**config.mk**
```make
export PLATFORM = sky130hd
export DESIGN_NAME = vq_common_cfg
export DESIGN_NICKNAME = d
export VERILOG_FILES = /design/src/rtl/vq_cfg_pkg.sv /design/src/rtl/vq_feature_window.sv /design/src/rtl/vq_queue_slot.sv /design/src/rtl/vq_common_cfg.sv
export SDC_FILE = /design/constraint.sdc
export NUM_CORES = 2
export LEC_CHECK = 0
export BUFFER_PORTS_ARGS = -buffer_cell sky130_fd_sc_hd__buf_2
export CORE_ASPECT_RATIO = 0.6
export CORE_MARGIN = 8
export CORE_UTILIZATION = 55
export DETAILED_ROUTE_END_ITERATION = 8
export PLACE_DENSITY = 0.74
export SYNTH_ARGS = -nofsm -noshare
export SYNTH_HDL_FRONTEND = slang
export SYNTH_HIERARCHICAL = 1
export SYNTH_SLANG_ARGS = --single-unit
```
**constraint.sdc**
```tcl
create_clock -name clk -period 12.7 [get_ports clk]
set_input_delay 0.635 -clock clk [delete_from_list [all_inputs] [get_ports clk]]
set_output_delay 0.635 -clock clk [all_outputs]
set_load 0.1 [all_outputs]
```
**src/rtl/vq_cfg_pkg.sv**
```systemverilog
package vq_cfg_pkg;

    typedef enum logic [3:0] {
        DW_DEV_SEL   = 4'd0,
        DW_DEV_FEAT  = 4'd1,
        DW_DRV_SEL   = 4'd2,
        DW_DRV_FEAT  = 4'd3,
        DW_VEC_COUNT = 4'd4,
        DW_STAT_QSEL = 4'd5,
        DW_SIZE_VEC  = 4'd6,
        DW_EN_NOTIFY = 4'd7,
        DW_DESC_LO   = 4'd8,
        DW_DESC_HI   = 4'd9,
        DW_AVAIL_LO  = 4'd10,
        DW_AVAIL_HI  = 4'd11,
        DW_USED_LO   = 4'd12,
        DW_USED_HI   = 4'd13,
        DW_SPARE0    = 4'd14,
        DW_SPARE1    = 4'd15
    } dword_e;

    localparam logic [3:0] BE_WORD  = 4'hF;
    localparam logic [3:0] BE_HALF0 = 4'h3;
    localparam logic [3:0] BE_HALF1 = 4'hC;
    localparam logic [3:0] BE_BYTE0 = 4'h1;

    localparam logic [15:0] NO_VECTOR = 16'hFFFF;
    localparam int RING_HALVES = 6;

    typedef struct packed {
        logic [15:0] size;
        logic [15:0] vec;
        logic        en;
        logic [63:0] desc;
        logic [63:0] avail;
        logic [63:0] used;
    } qbank_t;

    function automatic logic size_ok(input logic [15:0] v, input logic [15:0] lim);
        return (v == 16'd0) || (((v & (v - 16'd1)) == 16'd0) && (v <= lim));
    endfunction

endpackage

```
**src/rtl/vq_feature_window.sv**
```systemverilog
module vq_feature_window
    import vq_cfg_pkg::*;
#(
    parameter logic [31:0] DEV_LO       = 32'h0000_0021,
    parameter logic [30:0] DEV_HI_EXTRA = 31'h0000_0004
) (
    input  logic        clk,
    input  logic        clr,
    input  logic        we_dsel,
    input  logic        we_gsel,
    input  logic        we_gfeat,
    input  logic [31:0] wdata,
    output logic [31:0] dsel_q,
    output logic [31:0] gsel_q,
    output logic [31:0] dev_word,
    output logic [31:0] drv_word
);
    localparam logic [63:0] DEV_FULL = {DEV_HI_EXTRA, 1'b1, DEV_LO};

    logic [63:0] drv_feat;

    always_ff @(posedge clk) begin
        if (clr) begin
            dsel_q   <= '0;
            gsel_q   <= '0;
            drv_feat <= '0;
        end else begin
            if (we_dsel) dsel_q <= wdata;
            if (we_gsel) gsel_q <= wdata;
            if (we_gfeat) begin
                if (gsel_q == 32'd0)      drv_feat[31:0]  <= wdata;
                else if (gsel_q == 32'd1) drv_feat[63:32] <= wdata;
            end
        end
    end

    always_comb begin
        dev_word = '0;
        drv_word = '0;
        if (dsel_q == 32'd0)      dev_word = DEV_FULL[31:0];
        else if (dsel_q == 32'd1) dev_word = DEV_FULL[63:32];
        if (gsel_q == 32'd0)      drv_word = drv_feat[31:0];
        else if (gsel_q == 32'd1) drv_word = drv_feat[63:32];
    end

    // a driver feature write under an out-of-range select leaves the word alone
    assert_drv_drop_R3: assert property (@(posedge clk) disable iff (clr)
        (we_gfeat && gsel_q > 32'd1) |=> $stable(drv_feat));

endmodule

```
**src/rtl/vq_queue_slot.sv**
```systemverilog
module vq_queue_slot
    import vq_cfg_pkg::*;
#(
    parameter logic [15:0] MAX_SIZE = 16'd256
) (
    input  logic                   clk,
    input  logic                   clr,
    input  logic                   pick,
    input  logic                   we_size,
    input  logic                   we_vec,
    input  logic                   we_en,
    input  logic [RING_HALVES-1:0] we_ring,
    input  logic [31:0]            wdata,
    output qbank_t                 bank
);
    always_ff @(posedge clk) begin
        if (clr) begin
            bank.size  <= MAX_SIZE;
            bank.vec   <= NO_VECTOR;
            bank.en    <= 1'b0;
            bank.desc  <= '0;
            bank.avail <= '0;
            bank.used  <= '0;
        end else if (pick) begin
            if (we_size && size_ok(wdata[15:0], MAX_SIZE)) bank.size <= wdata[15:0];
            if (we_vec)     bank.vec          <= wdata[31:16];
            if (we_en)      bank.en           <= wdata[0];
            if (we_ring[0]) bank.desc[31:0]   <= wdata;
            if (we_ring[1]) bank.desc[63:32]  <= wdata;
            if (we_ring[2]) bank.avail[31:0]  <= wdata;
            if (we_ring[3]) bank.avail[63:32] <= wdata;
            if (we_ring[4]) bank.used[31:0]   <= wdata;
            if (we_ring[5]) bank.used[63:32]  <= wdata;
        end
    end

    // the stored size is always zero or a power of two within the limit
    assert_size_legal_R7: assert property (@(posedge clk) disable iff (clr)
        (bank.size == 16'd0) || ($countones(bank.size) == 1 && bank.size <= MAX_SIZE));

    // a bank that is not selected keeps every field
    assert_unpicked_hold_R5: assert property (@(posedge clk) disable iff (clr)
        (!pick) |=> $stable(bank));

endmodule

```
**src/rtl/vq_common_cfg.sv**
```systemverilog
module vq_common_cfg
    import vq_cfg_pkg::*;
#(
    parameter int                  NUM_Q             = 4,
    parameter logic [NUM_Q*16-1:0] QMAX_TABLE        = 64'h0020_0040_0080_0100,
    parameter logic [31:0]         DEV_FEAT_LO       = 32'h0000_0021,
    parameter logic [30:0]         DEV_FEAT_HI_EXTRA = 31'h0000_0004
) (
    input  logic                clk,
    input  logic                rst,
    input  logic                wr_en,
    input  logic                rd_en,
    input  logic [5:0]          addr,
    input  logic [3:0]          be,
    input  logic [31:0]         wdata,
    output logic [31:0]         rd_data,
    output logic [NUM_Q-1:0]    q_enable,
    output logic [NUM_Q*16-1:0] q_size
);
    localparam logic [15:0] QCOUNT = 16'(NUM_Q);

    dword_e dw;
    logic   aligned, wr, q_ok;
    logic   be_word, be_half0, be_half1, be_byte0;
    logic   we_dsel, we_gsel, we_gfeat, we_msix, we_stat, we_qsel;
    logic   we_qsize, we_qvec, we_qen, clr;
    logic [RING_HALVES-1:0] we_ring;

    logic [15:0] msix_q;
    logic [7:0]  status_q;
    logic [15:0] qsel_q;
    logic [31:0] dsel_q, gsel_q, dev_word, drv_word;
    logic [31:0] rd_next;

    qbank_t banks [NUM_Q];
    qbank_t cur;

    assign dw       = dword_e'(addr[5:2]);
    assign aligned  = (addr[1:0] == 2'b00);
    assign wr       = wr_en && aligned;
    assign be_word  = (be == BE_WORD);
    assign be_half0 = (be == BE_HALF0);
    assign be_half1 = (be == BE_HALF1);
    assign be_byte0 = (be == BE_BYTE0);
    assign q_ok     = (qsel_q < QCOUNT);

    assign we_dsel  = wr && be_word  && dw == DW_DEV_SEL;
    assign we_gsel  = wr && be_word  && dw == DW_DRV_SEL;
    assign we_gfeat = wr && be_word  && dw == DW_DRV_FEAT;
    assign we_msix  = wr && be_half0 && dw == DW_VEC_COUNT;
    assign we_stat  = wr && be_byte0 && dw == DW_STAT_QSEL;
    assign we_qsel  = wr && be_half1 && dw == DW_STAT_QSEL;
    assign we_qsize = wr && be_half0 && dw == DW_SIZE_VEC && q_ok;
    assign we_qvec  = wr && be_half1 && dw == DW_SIZE_VEC && q_ok;
    assign we_qen   = wr && be_half0 && dw == DW_EN_NOTIFY && q_ok;
    assign clr      = rst || (we_stat && wdata[7:0] == 8'd0);

    for (genvar h = 0; h < RING_HALVES; h++) begin : g_ring_we
        assign we_ring[h] = wr && be_word && q_ok && (addr[5:2] == 4'(8 + h));
    end

    always_ff @(posedge clk) begin
        if (clr) begin
            msix_q   <= NO_VECTOR;
            status_q <= '0;
            qsel_q   <= '0;
        end else begin
            if (we_msix) msix_q   <= wdata[15:0];
            if (we_stat) status_q <= wdata[7:0];
            if (we_qsel) qsel_q   <= wdata[31:16];
        end
    end

    vq_feature_window #(
        .DEV_LO       (DEV_FEAT_LO),
        .DEV_HI_EXTRA (DEV_FEAT_HI_EXTRA)
    ) u_feat (
        .clk      (clk),
        .clr      (clr),
        .we_dsel  (we_dsel),
        .we_gsel  (we_gsel),
        .we_gfeat (we_gfeat),
        .wdata    (wdata),
        .dsel_q   (dsel_q),
        .gsel_q   (gsel_q),
        .dev_word (dev_word),
        .drv_word (drv_word)
    );

    for (genvar g = 0; g < NUM_Q; g++) begin : g_slot
        vq_queue_slot #(
            .MAX_SIZE (QMAX_TABLE[g*16 +: 16])
        ) u_slot (
            .clk      (clk),
            .clr      (clr),
            .pick     (qsel_q == 16'(g)),
            .we_size  (we_qsize),
            .we_vec   (we_qvec),
            .we_en    (we_qen),
            .we_ring  (we_ring),
            .wdata    (wdata),
            .bank     (banks[g])
        );
        assign q_enable[g]         = banks[g].en;
        assign q_size[g*16 +: 16]  = banks[g].size;
    end

    always_comb begin
        cur = '0;
        for (int q = 0; q < NUM_Q; q++) begin
            if (qsel_q == 16'(q)) cur = banks[q];
        end
    end

    always_comb begin
        rd_next = '0;
        unique case (dw)
            DW_DEV_SEL:   if (be_word) rd_next = dsel_q;
            DW_DEV_FEAT:  if (be_word) rd_next = dev_word;
            DW_DRV_SEL:   if (be_word) rd_next = gsel_q;
            DW_DRV_FEAT:  if (be_word) rd_next = drv_word;
            DW_VEC_COUNT: begin
                if (be_half0)      rd_next = {16'h0, msix_q};
                else if (be_half1) rd_next = {QCOUNT, 16'h0};
            end
            DW_STAT_QSEL: begin
                if (be_byte0)      rd_next = {24'h0, status_q};
                else if (be_half1) rd_next = {qsel_q, 16'h0};
            end
            DW_SIZE_VEC: begin
                if (be_half0)      rd_next = {16'h0, cur.size};
                else if (be_half1) rd_next = {cur.vec, 16'h0};
            end
            DW_EN_NOTIFY: begin
                if (be_half0)              rd_next = {31'h0, cur.en};
                else if (be_half1 && q_ok) rd_next = {qsel_q, 16'h0};
            end
            DW_DESC_LO:   if (be_word) rd_next = cur.desc[31:0];
            DW_DESC_HI:   if (be_word) rd_next = cur.desc[63:32];
            DW_AVAIL_LO:  if (be_word) rd_next = cur.avail[31:0];
            DW_AVAIL_HI:  if (be_word) rd_next = cur.avail[63:32];
            DW_USED_LO:   if (be_word) rd_next = cur.used[31:0];
            DW_USED_HI:   if (be_word) rd_next = cur.used[63:32];
            default:      rd_next = '0;
        endcase
        if (!aligned) rd_next = '0;
    end

    always_ff @(posedge clk) begin
        if (rst)        rd_data <= '0;
        else if (rd_en) rd_data <= rd_next;
        else            rd_data <= '0;
    end

    // no read strobe, zero data on the next cycle
    assert_rd_idle_R11: assert property (@(posedge clk) disable iff (rst)
        (!rd_en) |=> (rd_data == 32'h0));

    // a zero status write restores every queue at the next edge
    assert_soft_clear_R10: assert property (@(posedge clk) disable iff (rst)
        (wr_en && addr == 6'h14 && be == BE_BYTE0 && wdata[7:0] == 8'h0)
        |=> (q_enable == '0 && q_size == QMAX_TABLE));

    // per-queue offsets read zero while the selection is out of range
    assert_oor_read_R6: assert property (@(posedge clk) disable iff (rst)
        (rd_en && !q_ok && addr[5:2] >= 4'd6 && addr[5:2] <= 4'd13) |=> (rd_data == 32'h0));

    // misaligned reads return zero
    assert_misaligned_read_R9: assert property (@(posedge clk) disable iff (rst)
        (rd_en && addr[1:0] != 2'b00) |=> (rd_data == 32'h0));

    // the queue count is constant at its natural offset
    assert_count_ro_R4: assert property (@(posedge clk) disable iff (rst)
        (rd_en && addr == 6'h10 && be == BE_HALF1) |=> (rd_data == {QCOUNT, 16'h0}));

endmodule

```
==> results.yml <==
status:
  status: "finished with violations"
  failed_checks: "DRC, slew limit"
worst_setup_path:
  max_stage_delay_ns: 0.88
  end_kind: "flip-flop"
  cp_common_cell: "buf_4"
  required_ns: 13.22
  startpoint_type: "input port"
  crit_fanout: 242
  crit_chain: "buf_4, or3b_1, nor4_4, a41oi_2, inv_8, buf_4, buf_12, a21oi_1"
  worstSetupPathType: "input port to flip-flop"
  critPathSlowestCell: "buf_4"
  worstPathArrival_ns: 6.03
clock_network:
  clock_sinks: 1100
  post_cts_buffers: 0
  cts_inserted_buffers: 98
  clk-insertion-delay-late_ns: 0.73
  htreeDepth: 3
  hold_buffers: 0
  cts_tree: "built"
  post_cts.resized_instances: 0
  ctsRootBufferMaster: "clkbuf_16"
  clk_path_buf_depth: 3
  cts.clk_slew.worst_paths_ns: 0.06
global_route:
  grt_antenna_before_repair: 16
  overflow: 0
  gr-usage-all-layers_pct: 37.8
  grt_pass1_vias: 42600
  grt_max_degree: 243
  grt_pass1_wl_mm: 285
route:
  drtPass1Iterations: 9
  wl_per_cell_um: 28.3
  vias: 46700
  ant_nets: 0
  viasPerCell: 6.68
  drc: 2
  finalWirelength_mm: 198
  drt_iter0_drc: 8463
die:
  ios: 146
  die-width_um: 400
  die_area_um2: 98700
  die_h_um: 247
  start_util_pct: 55.6
  row_count: 84
  core_um2: 87700
power:
  p_int_w: 0.00537
  p_switching_w: 0.00170
  pwr-share-seq_pct: 48.7
  powerDensity_nw_per_um2: 134
  combPwrFrac_pct: 4.9
  peakVddDrop_v: 0.000108
  power_frac_clock_pct: 46.3
  swShare_pct: 24.0
  power.leakage_nw: 17.4
finish:
  final_cell_mix: "1724 x nand2_1, 1097 x dfxtp_1, 861 x a21oi_1, 319 x mux2i_1, 161 x nor2_1"
  final_common_cell: "nand2_1"
  final_area_um2: 52900
  utilization_pct: 60.3
  fin_nets: 5789
  syn_to_final_growth_pct: 8.53
  final_layout_size_suffix_gt1_share_pct: 10.0
timing:
  fmax_mhz: 182
  finalSetupTns_ns: 0
  report.final.slew_viol_count: 2
  fin_crit_sh_pct: 43.4
  skew_ns: 0.0423
  holdWs_ns: 0.174
  fin_ws_ns: 7.19
  tightest_slew_ns: 1.53
  post-route-min-period_ns: 5.51
  setup_viol: 0
  hold_viol_final: 0
  rsz0062_at_grt: "no"
  relSlewSlack_pct: -1.93
synth:
  yosysWarnings: 6
  synth_compound_area_share_pct: 19.2
  synth_edf_count: 0
  ys_async_sr_fraction_pct: 0
  synthFlopType: "dfxtp_1"
  synthCells: 5945
  avgSynthCellArea_um2: 8.20
  synth.area.mux_share_pct: 9.16
  synthesis.area_um2: 48700
  synth_top_family_by_area: "simple AND/OR/NAND/NOR gates"
  synthXorXnorAreaFrac_pct: 0
  synthAdderAreaFrac_pct: 0.0205
  yosysSeqAreaShare_pct: 45.2
  synth_cell_types: 98
  yosys.area_share.simple_pct: 20.9
  ys_ff_latch: 1100
placed_design:
  io_buffers: 145
  hpwl_mm: 121
  place_ws_ns: 6.61
  gp_congestion: 1.07
  place_area_um2: 49400
min_path:
  hold_path_class: "input port to flip-flop"
flow_run:
  drv_cap: 0
-- synthesized netlist by cell type, types with 20 or more instances --
library cell  instances  share of area [%]
a211o_1              66                1.2
a211oi_1             20               0.31
a21oi_1             862                8.9
a221oi_1             59                1.1
a222oi_1             30               0.62
a22o_1               50               0.90
a22oi_1             130                2.0
and2_1               31               0.40
and3_1               70               0.90
buf_1                28               0.22
buf_2                60               0.62
buf_4                39               0.60
clkbuf_1            424                3.3
dfxtp_1            1100                 45
mux2i_1             319                6.6
mux4_2               48                2.2
nand2_1            1735                 13
nand2b_1            113                1.5
nand3_1              61               0.63
nor2_1              164                1.3
nor3b_1              30               0.46
nor4_1               26               0.33
o21ai_0              87               0.89
o221ai_1             21               0.38
o22ai_1              60               0.77
-- power by group through the flow --
stage / Clock, W / Sequential, W / Combinational (W)
6_report: 0.00328 / 0.00345 / 0.000349
4_1_cts: 0.00327 / 0.00345 / 0.000322
5_1_grt: 0.00340 / 0.00345 / 0.000342
3_3_place_gp: 0 / 0.00353 / 0.000320
3_5_place_dp: 0 / 0.00353 / 0.000322
2_1_floorplan: 0 / 0.00353 / 0.000172
-- kinds of logic after synthesis --
kind of cell | Yosys count
compound gates | 1511
simple gates | 2351
other cells | 1
mux | 384
flops | 1100
buf+inv | 597
fa+ha+maj | 1
-- area by class of cell --
class,count,area (um2)
Antenna cell,10,25.0
Clock buffer,131,2820
Clock inverter,48,657
Fill cell,7619,34800
Inverter,18,75.1
Multi-Input combinational cell,4276,24300
Sequential cell,1100,22000
Tap cell,1161,1450
Timing Repair Buffer,249,1560
-- through the flow --
| step | cells | total power, W |
|---|---|---|
| after floorplan | 5973 | 0.00370 |
| after global placement | 6804 | 0.00385 |
| after detailed placement | 6804 | 0.00385 |
| after CTS | 6983 | 0.00704 |
| after global routing | 6984 | 0.00719 |
| final | 6993 | 0.00707 |
-- per-layer routing --
| layer | up-vias | track usage [%] | share of wire (%) |
|---|---|---|---|
| li1 | 20100 | - | - |
| met1 | 22100 | 49.5 | 37 |
| met2 | 3710 | 49.6 | 38 |
| met3 | 791 | 19.3 | 19 |
| met4 | 12 | 20.8 | 6.7 |
| met5 | - | 1.17 | 0.12 |
-- sequential cells by signal (all words and copies together), names as in the netlist --
register            count
u_feat/gsel_q          32
qsel_q                 16
msix_q                 16
u_feat/drv_feat        64
u_feat/dsel_q          32
g_slot.u_slot/bank    900
rd_data                32
status_q                8
-- final timing paths --
check | startpoint | to | slack (ns) | cells after the start
max | addr[4] | g_slot[3].u_slot/bank[141]$_SDFFE_PP0P_ | 7.19 | 8
min | rst | status_q[2]$_SDFFE_PP0P_ | 0.17 | 2
max reg2reg | qsel_q[1]$_SDFFE_PP0P_ | g_slot[1].u_slot/bank[183]$_SDFFE_PP0P_ | 7.61 | 9
min reg2reg | g_slot[1].u_slot/bank[118]$_SDFFE_PP0P_ | g_slot[1].u_slot/bank[118]$_SDFFE_PP0P_ | 0.45 | 2
-- worst max-delay path: cells and delay by family --
family | cells | cell delay, ns
and+or+nand+nor | 2 | 1.27
AOI/OAI and AO/OA | 2 | 0.84
buffers and inverters | 4 | 2.76
Power figures use the tool's default switching activity.
